File: config.mk
export PLATFORM = sky130hd
export DESIGN_NAME = gpc_companion
export DESIGN_NICKNAME = d
export VERILOG_FILES = /design/src/rtl/gpc_pkg.sv /design/src/rtl/gpc_decode.sv /design/src/rtl/gpc_ctrl_reg.sv /design/src/rtl/gpc_gpio.sv /design/src/rtl/gpc_companion.sv
export SDC_FILE = /design/constraint.sdc
export NUM_CORES = 1
export LEC_CHECK = 0
export ABC_AREA = 1
export ABC_CLOCK_PERIOD_IN_PS = 2200
export BUFFER_PORTS_ARGS = -buffer_cell sky130_fd_sc_hd__buf_2
export CAP_MARGIN = 30
export CORE_UTILIZATION = 25
export CTS_CLUSTER_DIAMETER = 60
export DETAILED_ROUTE_END_ITERATION = 10
export MAX_ROUTING_LAYER = met4
export PLACE_DENSITY = 0.51
export SYNTH_ARGS = -nofsm -noshare
export SYNTH_HDL_FRONTEND = slang
export SYNTH_SLANG_ARGS = --single-unit
File: constraint.sdc
create_clock -name clk -period 2.2 [get_ports clk]
set_input_delay 0.11 -clock clk [delete_from_list [all_inputs] [get_ports clk]]
set_output_delay 0.11 -clock clk [all_outputs]
set_load 0.005 [all_outputs]
File: src/rtl/gpc_pkg.sv
// gpc_pkg: shared definitions for the companion GPIO block.
// Assumes word-aligned offsets; word index = byte offset >> 2.
package gpc_pkg;

    localparam int NUM_WORDS = 11;
    localparam int NUM_CTRL  = 7;
    localparam int IDX_W     = 4;

    typedef enum logic [IDX_W-1:0] {
        W_MODE   = 4'd0,
        W_DIV    = 4'd1,
        W_STAT   = 4'd2,
        W_PWR    = 4'd3,
        W_CCTL   = 4'd4,
        W_IROUTE = 4'd5,
        W_IMASK  = 4'd6,
        W_ISTAT  = 4'd7,
        W_DIR    = 4'd8,
        W_LVL_A  = 4'd9,
        W_LVL_B  = 4'd10
    } word_e;

    // Maps a plain control-register slot to its word index.
    function automatic int ctrl_word(input int k);
        case (k)
            0:       return int'(W_MODE);
            1:       return int'(W_DIV);
            2:       return int'(W_PWR);
            3:       return int'(W_CCTL);
            4:       return int'(W_IROUTE);
            5:       return int'(W_IMASK);
            default: return int'(W_ISTAT);
        endcase
    endfunction

endpackage

File: src/rtl/gpc_decode.sv
// gpc_decode: turns a byte offset into a one-hot word select.
// Assumes a word lives at offset index*4; anything misaligned or past the
// last word is reported as unmapped. Purely combinational.
module gpc_decode #(
    parameter int ADDR_W = 12
) (
    input  logic [ADDR_W-1:0]              addr,
    output logic [gpc_pkg::NUM_WORDS-1:0]  sel,
    output logic [gpc_pkg::IDX_W-1:0]      idx,
    output logic                           mapped
);
    import gpc_pkg::*;

    localparam int WIDX_W = ADDR_W - 2;

    logic [WIDX_W-1:0] widx;
    logic              aligned;

    // Split the offset into word index and alignment bits.
    always_comb begin
        widx    = addr[ADDR_W-1:2];
        aligned = (addr[1:0] == 2'b00);
        mapped  = aligned && (widx < WIDX_W'(NUM_WORDS));
        idx     = mapped ? widx[IDX_W-1:0] : '0;
    end

    // One select line per defined word.
    for (genvar g = 0; g < NUM_WORDS; g++) begin : g_sel
        assign sel[g] = mapped && (widx == WIDX_W'(g));
    end

endmodule

File: src/rtl/gpc_ctrl_reg.sv
// gpc_ctrl_reg: one writable control word. Optionally, when a trigger bit
// is set in the written data, a fixed mask is ORed into the stored value.
// Assumes the write data is already truncated to the word width.
module gpc_ctrl_reg #(
    parameter int          W        = 16,
    parameter bit          TRIG_EN  = 1'b0,
    parameter int          TRIG_BIT = 0,
    parameter logic [W-1:0] SET_MASK = '0
) (
    input  logic         clk,
    input  logic         rst_n,
    input  logic         we,
    input  logic [W-1:0] wdata,
    output logic [W-1:0] q
);

    logic [W-1:0] next_val;

    // Apply the optional set-on-trigger rule to the incoming value.
    if (TRIG_EN) begin : g_trig
        always_comb next_val = wdata[TRIG_BIT] ? (wdata | SET_MASK) : wdata;
    end else begin : g_plain
        always_comb next_val = wdata;
    end

    // Store on write; clear on reset.
    always_ff @(posedge clk) begin
        if (!rst_n)  q <= '0;
        else if (we) q <= next_val;
    end

endmodule

File: src/rtl/gpc_gpio.sv
// gpc_gpio: direction and level words, per-line external level updates,
// and driven-vector evaluation with per-line toggle strobes.
// Assumes at most one of dir_we / lvl_we per cycle. A bus level write
// overrides external updates in the same cycle.
module gpc_gpio #(
    parameter int LINES = 16
) (
    input  logic             clk,
    input  logic             rst_n,
    input  logic             dir_we,
    input  logic             lvl_we,
    input  logic [LINES-1:0] wdata,
    input  logic [LINES-1:0] ext_we,
    input  logic [LINES-1:0] ext_val,
    output logic [LINES-1:0] dir_q,
    output logic [LINES-1:0] lvl_q,
    output logic [LINES-1:0] out_q,
    output logic [LINES-1:0] chg_q
);

    logic [LINES-1:0] dir_n;
    logic [LINES-1:0] lvl_ext;
    logic [LINES-1:0] lvl_n;
    logic [LINES-1:0] drive_n;
    logic             eval;

    // Per-line external level override.
    for (genvar i = 0; i < LINES; i++) begin : g_ext
        assign lvl_ext[i] = ext_we[i] ? ext_val[i] : lvl_q[i];
    end

    // Next direction/level words and the driven vector they produce.
    always_comb begin
        dir_n   = dir_we ? wdata : dir_q;
        lvl_n   = lvl_we ? (wdata & dir_q) : lvl_ext;
        drive_n = lvl_n & dir_n;
        eval    = dir_we | lvl_we;
    end

    // Direction and level storage.
    always_ff @(posedge clk) begin
        if (!rst_n) begin
            dir_q <= '0;
            lvl_q <= '0;
        end else begin
            dir_q <= dir_n;
            lvl_q <= lvl_n;
        end
    end

    // Driven vector and toggle strobes, updated only on an evaluation.
    always_ff @(posedge clk) begin
        if (!rst_n) begin
            out_q <= '0;
            chg_q <= '0;
        end else if (eval) begin
            out_q <= drive_n;
            chg_q <= drive_n ^ out_q;
        end else begin
            chg_q <= '0;
        end
    end

endmodule

File: src/rtl/gpc_companion.sv
// gpc_companion: top of the companion GPIO register block. It decodes bus
// accesses, holds the control words, forwards direction/level writes to
// the port logic and returns registered read data.
// Assumes single-cycle access strobes and at most one access per cycle.
module gpc_companion #(
    parameter int          ADDR_W   = 12,
    parameter int          BUS_W    = 32,
    parameter int          DATA_W   = 16,
    parameter int          LINES    = 16,
    parameter logic [15:0] STAT_RST = 16'h0002,
    parameter int          PWR_TRIG = 7,
    parameter logic [15:0] PWR_SET  = 16'h8040
) (
    input  logic              clk,
    input  logic              rst_n,
    input  logic              bus_valid,
    input  logic              bus_write,
    input  logic [ADDR_W-1:0] bus_addr,
    input  logic [BUS_W-1:0]  bus_wdata,
    input  logic [LINES-1:0]  ext_we,
    input  logic [LINES-1:0]  ext_val,
    output logic [DATA_W-1:0] bus_rdata,
    output logic              bus_unmapped,
    output logic [LINES-1:0]  gpio_out,
    output logic [LINES-1:0]  gpio_chg
);
    import gpc_pkg::*;

    logic [NUM_WORDS-1:0] sel;
    logic [IDX_W-1:0]     idx;
    logic                 mapped;
    logic                 wr;
    logic                 rd;
    logic [DATA_W-1:0]    wd;
    logic [DATA_W-1:0]    ctrl_q [NUM_CTRL];
    logic [DATA_W-1:0]    words  [NUM_WORDS];
    logic [LINES-1:0]     dir_q;
    logic [LINES-1:0]     lvl_q;

    // Qualify the access and truncate write data to the word width.
    always_comb begin
        wr = bus_valid & bus_write;
        rd = bus_valid & ~bus_write;
        wd = bus_wdata[DATA_W-1:0];
    end

    gpc_decode #(.ADDR_W(ADDR_W)) u_dec (
        .addr   (bus_addr),
        .sel    (sel),
        .idx    (idx),
        .mapped (mapped)
    );

    // Plain and power control words; the power word carries the set rule.
    for (genvar k = 0; k < NUM_CTRL; k++) begin : g_ctrl
        localparam int  WIDX = ctrl_word(k);
        localparam bit  IS_PWR = (WIDX == int'(W_PWR));
        gpc_ctrl_reg #(
            .W        (DATA_W),
            .TRIG_EN  (IS_PWR),
            .TRIG_BIT (PWR_TRIG),
            .SET_MASK (DATA_W'(PWR_SET))
        ) u_reg (
            .clk   (clk),
            .rst_n (rst_n),
            .we    (wr & sel[WIDX]),
            .wdata (wd),
            .q     (ctrl_q[k])
        );
    end

    gpc_gpio #(.LINES(LINES)) u_gpio (
        .clk     (clk),
        .rst_n   (rst_n),
        .dir_we  (wr & sel[W_DIR]),
        .lvl_we  (wr & (sel[W_LVL_A] | sel[W_LVL_B])),
        .wdata   (wd[LINES-1:0]),
        .ext_we  (ext_we),
        .ext_val (ext_val),
        .dir_q   (dir_q),
        .lvl_q   (lvl_q),
        .out_q   (gpio_out),
        .chg_q   (gpio_chg)
    );

    // Collect every readable word by index.
    always_comb begin
        for (int i = 0; i < NUM_WORDS; i++) words[i] = '0;
        for (int k = 0; k < NUM_CTRL; k++) words[ctrl_word(k)] = ctrl_q[k];
        words[W_STAT]  = DATA_W'(STAT_RST);
        words[W_DIR]   = DATA_W'(dir_q);
        words[W_LVL_A] = DATA_W'(lvl_q);
        words[W_LVL_B] = DATA_W'(lvl_q);
    end

    // Registered read data; holds between reads.
    always_ff @(posedge clk) begin
        if (!rst_n)  bus_rdata <= '0;
        else if (rd) bus_rdata <= mapped ? words[idx] : '0;
    end

    // One-cycle flag for accesses outside the defined offsets.
    always_ff @(posedge clk) begin
        if (!rst_n) bus_unmapped <= 1'b0;
        else        bus_unmapped <= bus_valid & ~mapped;
    end

endmodule

# After elaboration in Yosys (flattened, before gate mapping)
# Index checks and enable logic that the tools add are counted.
classes:
  eq_ne: 9
  n_bitwise: 20
  magnitude_cmp: 2
  n_mux: 24
  reduce_logical: 14
ops:
  columns: ["operator", "count"]
  rows:
  - ["two-way mux 16 bit", 6]
  - ["binary-select mux 16 bit (select 4 bit)", 1]
  - ["equality test 10 x 3 -> 1 bit (second input constant)", 4]
  - ["AND 16 bit", 2]
  - ["equality test 10 x 4 -> 1 bit (second input constant)", 3]
  - ["two-way mux 1 bit", 16]
  - ["bitwise XOR 16 bit", 1]
  - ["AND 1 bit", 12]
  - ["logical AND 1 bit", 11]
  - ["equality test 10 x 1 -> 1 bit (second input constant)", 1]
  - ["equality test 10 x 2 -> 1 bit (second input constant)", 1]
  - ["logical NOT 10 bit", 1]
  - ["less-than comparator 10 x 4 -> 1 bit (second input constant)", 1]
  - [">= comparator 5 bit (second input constant)", 1]
  - ["NOT 4 -> 5 bit", 1]
  - ["two-way mux 4 bit", 1]
  - ["logical NOT 2 bit", 1]
  - ["NOT 1 bit", 2]
  - ["OR 1 bit", 2]
  - ["AND reduction 2 bit", 1]
word_totals:
  word_cells: 82
  input_bits: 80
  register_bits: 193

# Longest topological paths before layout
logic_depth:
  ltp_word: 8
  ltp_mapped: 15
  ltp_nobuf: 12

# By module
# A second synthesis with hierarchy kept.
unflattened:
  hier_cells: 1653
  hier_area_um2: 10293.6
modules_own_cells:
  columns: ["module", "n_inst", "area_each_um2", "cells_each", "seq_area_each_um2"]
  rows:
  - ["gpc_ctrl_reg (g_ctrl[0].u_reg ...)", 6, 674.4, 101, 320.3]
  - ["gpc_gpio", 1, 2840.2, 389, 1281.2]
  - ["gpc_companion", 1, 2581.2, 529, 340.3]
  - ["gpc_ctrl_reg (g_ctrl[2].u_reg)", 1, 560.5, 70, 320.3]
  - ["gpc_decode", 1, 265.3, 59, 0.0]

# Least setup slack after synthesis
# No wires, ideal clock.
synth_timing:
  path_kind: "input -> register"
  start: "in bus_addr[11]"
  end: "reg g_ctrl[2].u_reg.q[1]"
  setup_slack_ns: 0.538
  cell_stages: 10
  n_path_buf: 3
  t_required_ns: 2.081
  arrival_ns: 1.542
  setup_time_ns: 0.119
  cell_sequence: "or2_2 -> nor2_2 -> nand2_2 -> inv_2 -> buf_4 -> buf_2 -> buf_2 -> nand4_1 -> o21ai_0 -> a21oi_1"
synth_between:
  elab_chain_cells: 4
  word_cells_on_any_way: 5
synth_lines:
  columns: ["item", "line", "rtl"]
  rows:
  - ["start, declared", "gpc_companion.sv:18", "input logic [ADDR_W-1:0] bus_addr,"]
  - ["less-than comparator 10 x 4 -> 1 bit", "gpc_decode.sv:23", "mapped = aligned && (widx < WIDX_W'(NUM_WORDS));"]
  - ["logical AND 1 bit", "gpc_decode.sv:23", null]
  - ["logical AND 1 bit *", "gpc_decode.sv:29", "assign sel[g] = mapped && (widx == WIDX_W'(g));"]
  - ["AND 1 bit *", "gpc_companion.sv:66", ".we (wr & sel[WIDX]),"]
  - ["end signal, assigned", "gpc_ctrl_reg.sv:29", "else if (we) q <= next_val;"]
  - ["end, declared", "gpc_ctrl_reg.sv:14", "output logic [W-1:0] q"]
# Mark *: on every way between the ends. The rest lies on a longest branch, timed or not.
# A chain may end at the register's enable or synchronous reset.

# Final worst setup path
layout_timing:
  start: "in bus_valid"
  end: "reg u_gpio.chg_q[3]"
layout_between:
  elab_chain_cells: 5
  word_cells_on_any_way: 9
layout_lines:
  columns: ["item", "line", "rtl"]
  rows:
  - ["start, declared", "gpc_companion.sv:16", "input logic bus_valid,"]
  - ["AND 1 bit *", "gpc_companion.sv:42", "wr = bus_valid & bus_write;"]
  - ["AND 1 bit, on equally long branches", "gpc_companion.sv:76, gpc_companion.sv:75", null]
  - ["two-way mux 16 bit, on equally long branches", "gpc_gpio.sv:35, gpc_gpio.sv:34", null]
  - ["AND 16 bit", "gpc_gpio.sv:36", "drive_n = lvl_n & dir_n;"]
  - ["bitwise XOR 16 bit", "gpc_gpio.sv:58", "chg_q <= drive_n ^ out_q;"]
  - ["end signal, assigned", "gpc_gpio.sv:58", null]
  - ["end, declared", "gpc_gpio.sv:18", "output logic [LINES-1:0] chg_q"]
# Marked as above.

==> run metrics <==
result of the run completed; Final WS setup 0.408 ns; max-slew violation count 0; htree depth 4; transition time at the pin with the least slew margin 0.493 ns; Arrival @ worst endpoint 2.12 ns; Final Hold Fails 0; fraction of the yosys area taken by sequential cells 0.434; highest-count cells in the layout ignoring fill and taps sky130_fd_sc_hd__nand2_1 (264), sky130_fd_sc_hd__dfxtp_1 (193), sky130_fd_sc_hd__a21oi_1 (174), sky130_fd_sc_hd__inv_1 (157), sky130_fd_sc_hd__o21ai_0 (157); CTS buffer count 17; Antenna Cells 0; number of max-cap violations 0; first-pass GRT wire length 46400 um; placed inst area 10200 um^2; ports placed on the boundary 129; post-detailed-route wirelength per cell 16.1 um; ratio of routed vias to standard cells 4.60; final worst path period share 0.814; number of warnings reported in the yosys synthesis log 0; data required time of the worst path 2.53 ns; setup repair after global routing missed its margin false; summed negative setup slack over all endpoints 0 ns; antenna violations before repair 1; post-synth cell types 25; largest area contributor in the netlist sky130_fd_sc_hd__dfxtp_1; GRT Util Overall 0.173; Clock transition at path regs 0.07 ns; Async S/R FF share, synth 0; cell at the root of the clock tree sky130_fd_sc_hd__clkbuf_16; number of vias after detailed routing 8476; ranking of synthesized cells by area sky130_fd_sc_hd__dfxtp_1 (43%), sky130_fd_sc_hd__nand2_1 (11%), sky130_fd_sc_hd__a21oi_1 (9.8%), sky130_fd_sc_hd__o21ai_0 (8.8%), sky130_fd_sc_hd__inv_1 (6.6%); static leakage power 4.29 nW; gr ovfl total 0; Synth Flop Type sky130_fd_sc_hd__dfxtp_1; P&R area growth vs syn 21.2%; maximum number of pins on one net before global-route repair 72; vias in the first global route 7775; setup repair bufs after CTS 0; final std cell area, no fill 10800 um^2; IR Drop Worst-Case VDD 0.425 mV; number of nets at the end of the flow 1457; number of setup violations in the final report 0; clock tree buffer depth 2; Setup WS pre-CTS 0.0762 ns; crit path kind in2reg; Iteration-0 DRC Markers 684; # port buffers 112; clock insertion delay at the later pin of the skew report 0.45 ns; post-detailed-routing wire length 29800 um; TritonCTS clock tree yes; Die Span Y 191 um; net count after synthesis 1353; Achievable Freq 558 MHz; commonest non-fill, non-tap cell in the layout sky130_fd_sc_hd__nand2_1; power per unit of standard cell area 674 nW/um^2; Final Critical Period 1.79 ns; capturing element type of the critical path register; initial standard-cell utilization of the core 0.256; post-synthesis cell area 8900 um^2; final weighted congestion in routability-driven placement 0.888; number of routed nets with antenna violations 0; tightest slew margin relative to the limit 0.672; DP Wirelength 21300 um; post-synthesis average cell area 6.99 um^2; fillcell total 3770; standard-cell row count 68; clock sink count 193; area fraction of the dominant cell type after synthesis 0.434; horizontal die dimension 191 um; Syn Inst Count 1273; fraction of final layout cells with drive strength greater than 1 0.165; area of the die 36400 um^2; Std-Cell Core Area 34800 um^2; Fin Clk Skew 0.00882 ns; Post-synth EDFFs 0; drc violations 0; critical path fanouts, max 18; number of detailed-route iterations in the first pass 7; critical path startpoint category input pin; path category of the worst min-delay check in2reg; register bit total from synthesis 193
==> flip-flops by register name (all words and copies together), names as in the netlist <==
register,flops
u_gpio.out_q,16
u_gpio.chg_q,16
bus_rdata,16
bus_unmapped,1
u_gpio.lvl_q,16
u_gpio.dir_q,16
g_ctrl.u_reg.q,112
==> area by class of cell <==
class,instances,area [um^2],share of cell area
multi-input combinational,830,4060,0.376
inverter,162,608,0.0564
sequential,193,3860,0.358
clock inverter,12,155,0.0144
timing repair buffer,173,1090,0.101
clock buffer,19,443,0.0411
tap,455,569,0.0528
==> cell families after synthesis <==
family / share of synthesized area
and+or+nand+nor: 0.248
AOI/OAI and AO/OA: 0.189
buffers and inverters: 0.110
DFF: 0.434
muxes: 0.0190
==> final timing paths <==
kind | start | depth (start not counted) | slack, ns | to
worst min register to register | g_ctrl[5].u_reg.q[9]$_SDFFE_PN0P_ | 2 | 0.45 | g_ctrl[5].u_reg.q[9]$_SDFFE_PN0P_
worst max-delay path | bus_valid | 11 | 0.41 | u_gpio.chg_q[3]$_SDFF_PN0_
worst max register to register | u_gpio.lvl_q[14]$_SDFF_PN0_ | 6 | 1.08 | u_gpio.chg_q[14]$_SDFF_PN0_
worst min-delay path | bus_wdata[11] | 3 | 0.03 | g_ctrl[2].u_reg.q[11]$_SDFFE_PN0P_
==> synthesized netlist by cell type (2+ instances only) <==
cell	instances
sky130_fd_sc_hd__buf_1	4
sky130_fd_sc_hd__inv_1	157
sky130_fd_sc_hd__nor2_1	31
sky130_fd_sc_hd__nor2_2	2
sky130_fd_sc_hd__buf_4	3
sky130_fd_sc_hd__nor3_1	5
sky130_fd_sc_hd__clkbuf_1	55
sky130_fd_sc_hd__nand4_1	49
sky130_fd_sc_hd__o21ai_1	3
sky130_fd_sc_hd__a21oi_1	174
sky130_fd_sc_hd__inv_2	4
sky130_fd_sc_hd__nand2_1	264
sky130_fd_sc_hd__o21ai_0	157
sky130_fd_sc_hd__nand3_1	93
sky130_fd_sc_hd__nor2_4	2
sky130_fd_sc_hd__mux2_2	15
sky130_fd_sc_hd__buf_2	26
sky130_fd_sc_hd__dfxtp_1	193
sky130_fd_sc_hd__nand3b_1	30
==> per-stage QoR <==
stage	util	hold WS [ns]	total power [mW]	instances
2_1_floorplan	-	0.253	3.87	1273
3_3_place_gp	0.292	0.418	4.12	1811
3_5_place_dp	0.292	0.419	4.12	1811
4_1_cts	0.310	0.0160	7.36	1844
5_1_grt	0.310	0.0262	7.55	1844
6_report	0.310	0.0306	7.27	1844
==> layer usage <==
layer | vias up | part of all wire | GRT usage
met5 | - | 0 | -
li1 | 4395 | - | -
met2 | 225 | 0.43 | 0.255
met1 | 3822 | 0.49 | 0.238
met3 | 34 | 0.049 | 0.0219
met4 | 0 | 0.028 | 0.0668
==> worst max-delay path: stages <==
cell and delay [ns]:
sky130_fd_sc_hd__dlygate4sd3_1 0.51, sky130_fd_sc_hd__buf_2 0.12, sky130_fd_sc_hd__nand2_1 0.12, sky130_fd_sc_hd__inv_1 0.20, sky130_fd_sc_hd__buf_4 0.28, sky130_fd_sc_hd__nand3_2 0.11, sky130_fd_sc_hd__buf_4 0.21, sky130_fd_sc_hd__o21ai_1 0.21
sky130_fd_sc_hd__nand2_1 0.10, sky130_fd_sc_hd__nand2_1 0.07, sky130_fd_sc_hd__a21oi_1 0.06
==> power breakdown <==
group	total (mW)	internal, mW	leakage [nW]	switching, mW
clock	3.23	1.82	0.290	1.41
combinational	0.497	0.167	2.44	0.330
sequential	3.55	3.52	1.56	0.0220
total	7.27	5.51	4.29	1.76
==> timing repair <==
| item | in CTS | in global routing |
|---|---|---|
| gates resized for setup | 0 | 0 |
| endpoints found under the hold margin | 2 | 0 |
| hold buffers | 2 | 0 |
Note: power is estimated with default switching activity, not from simulation.
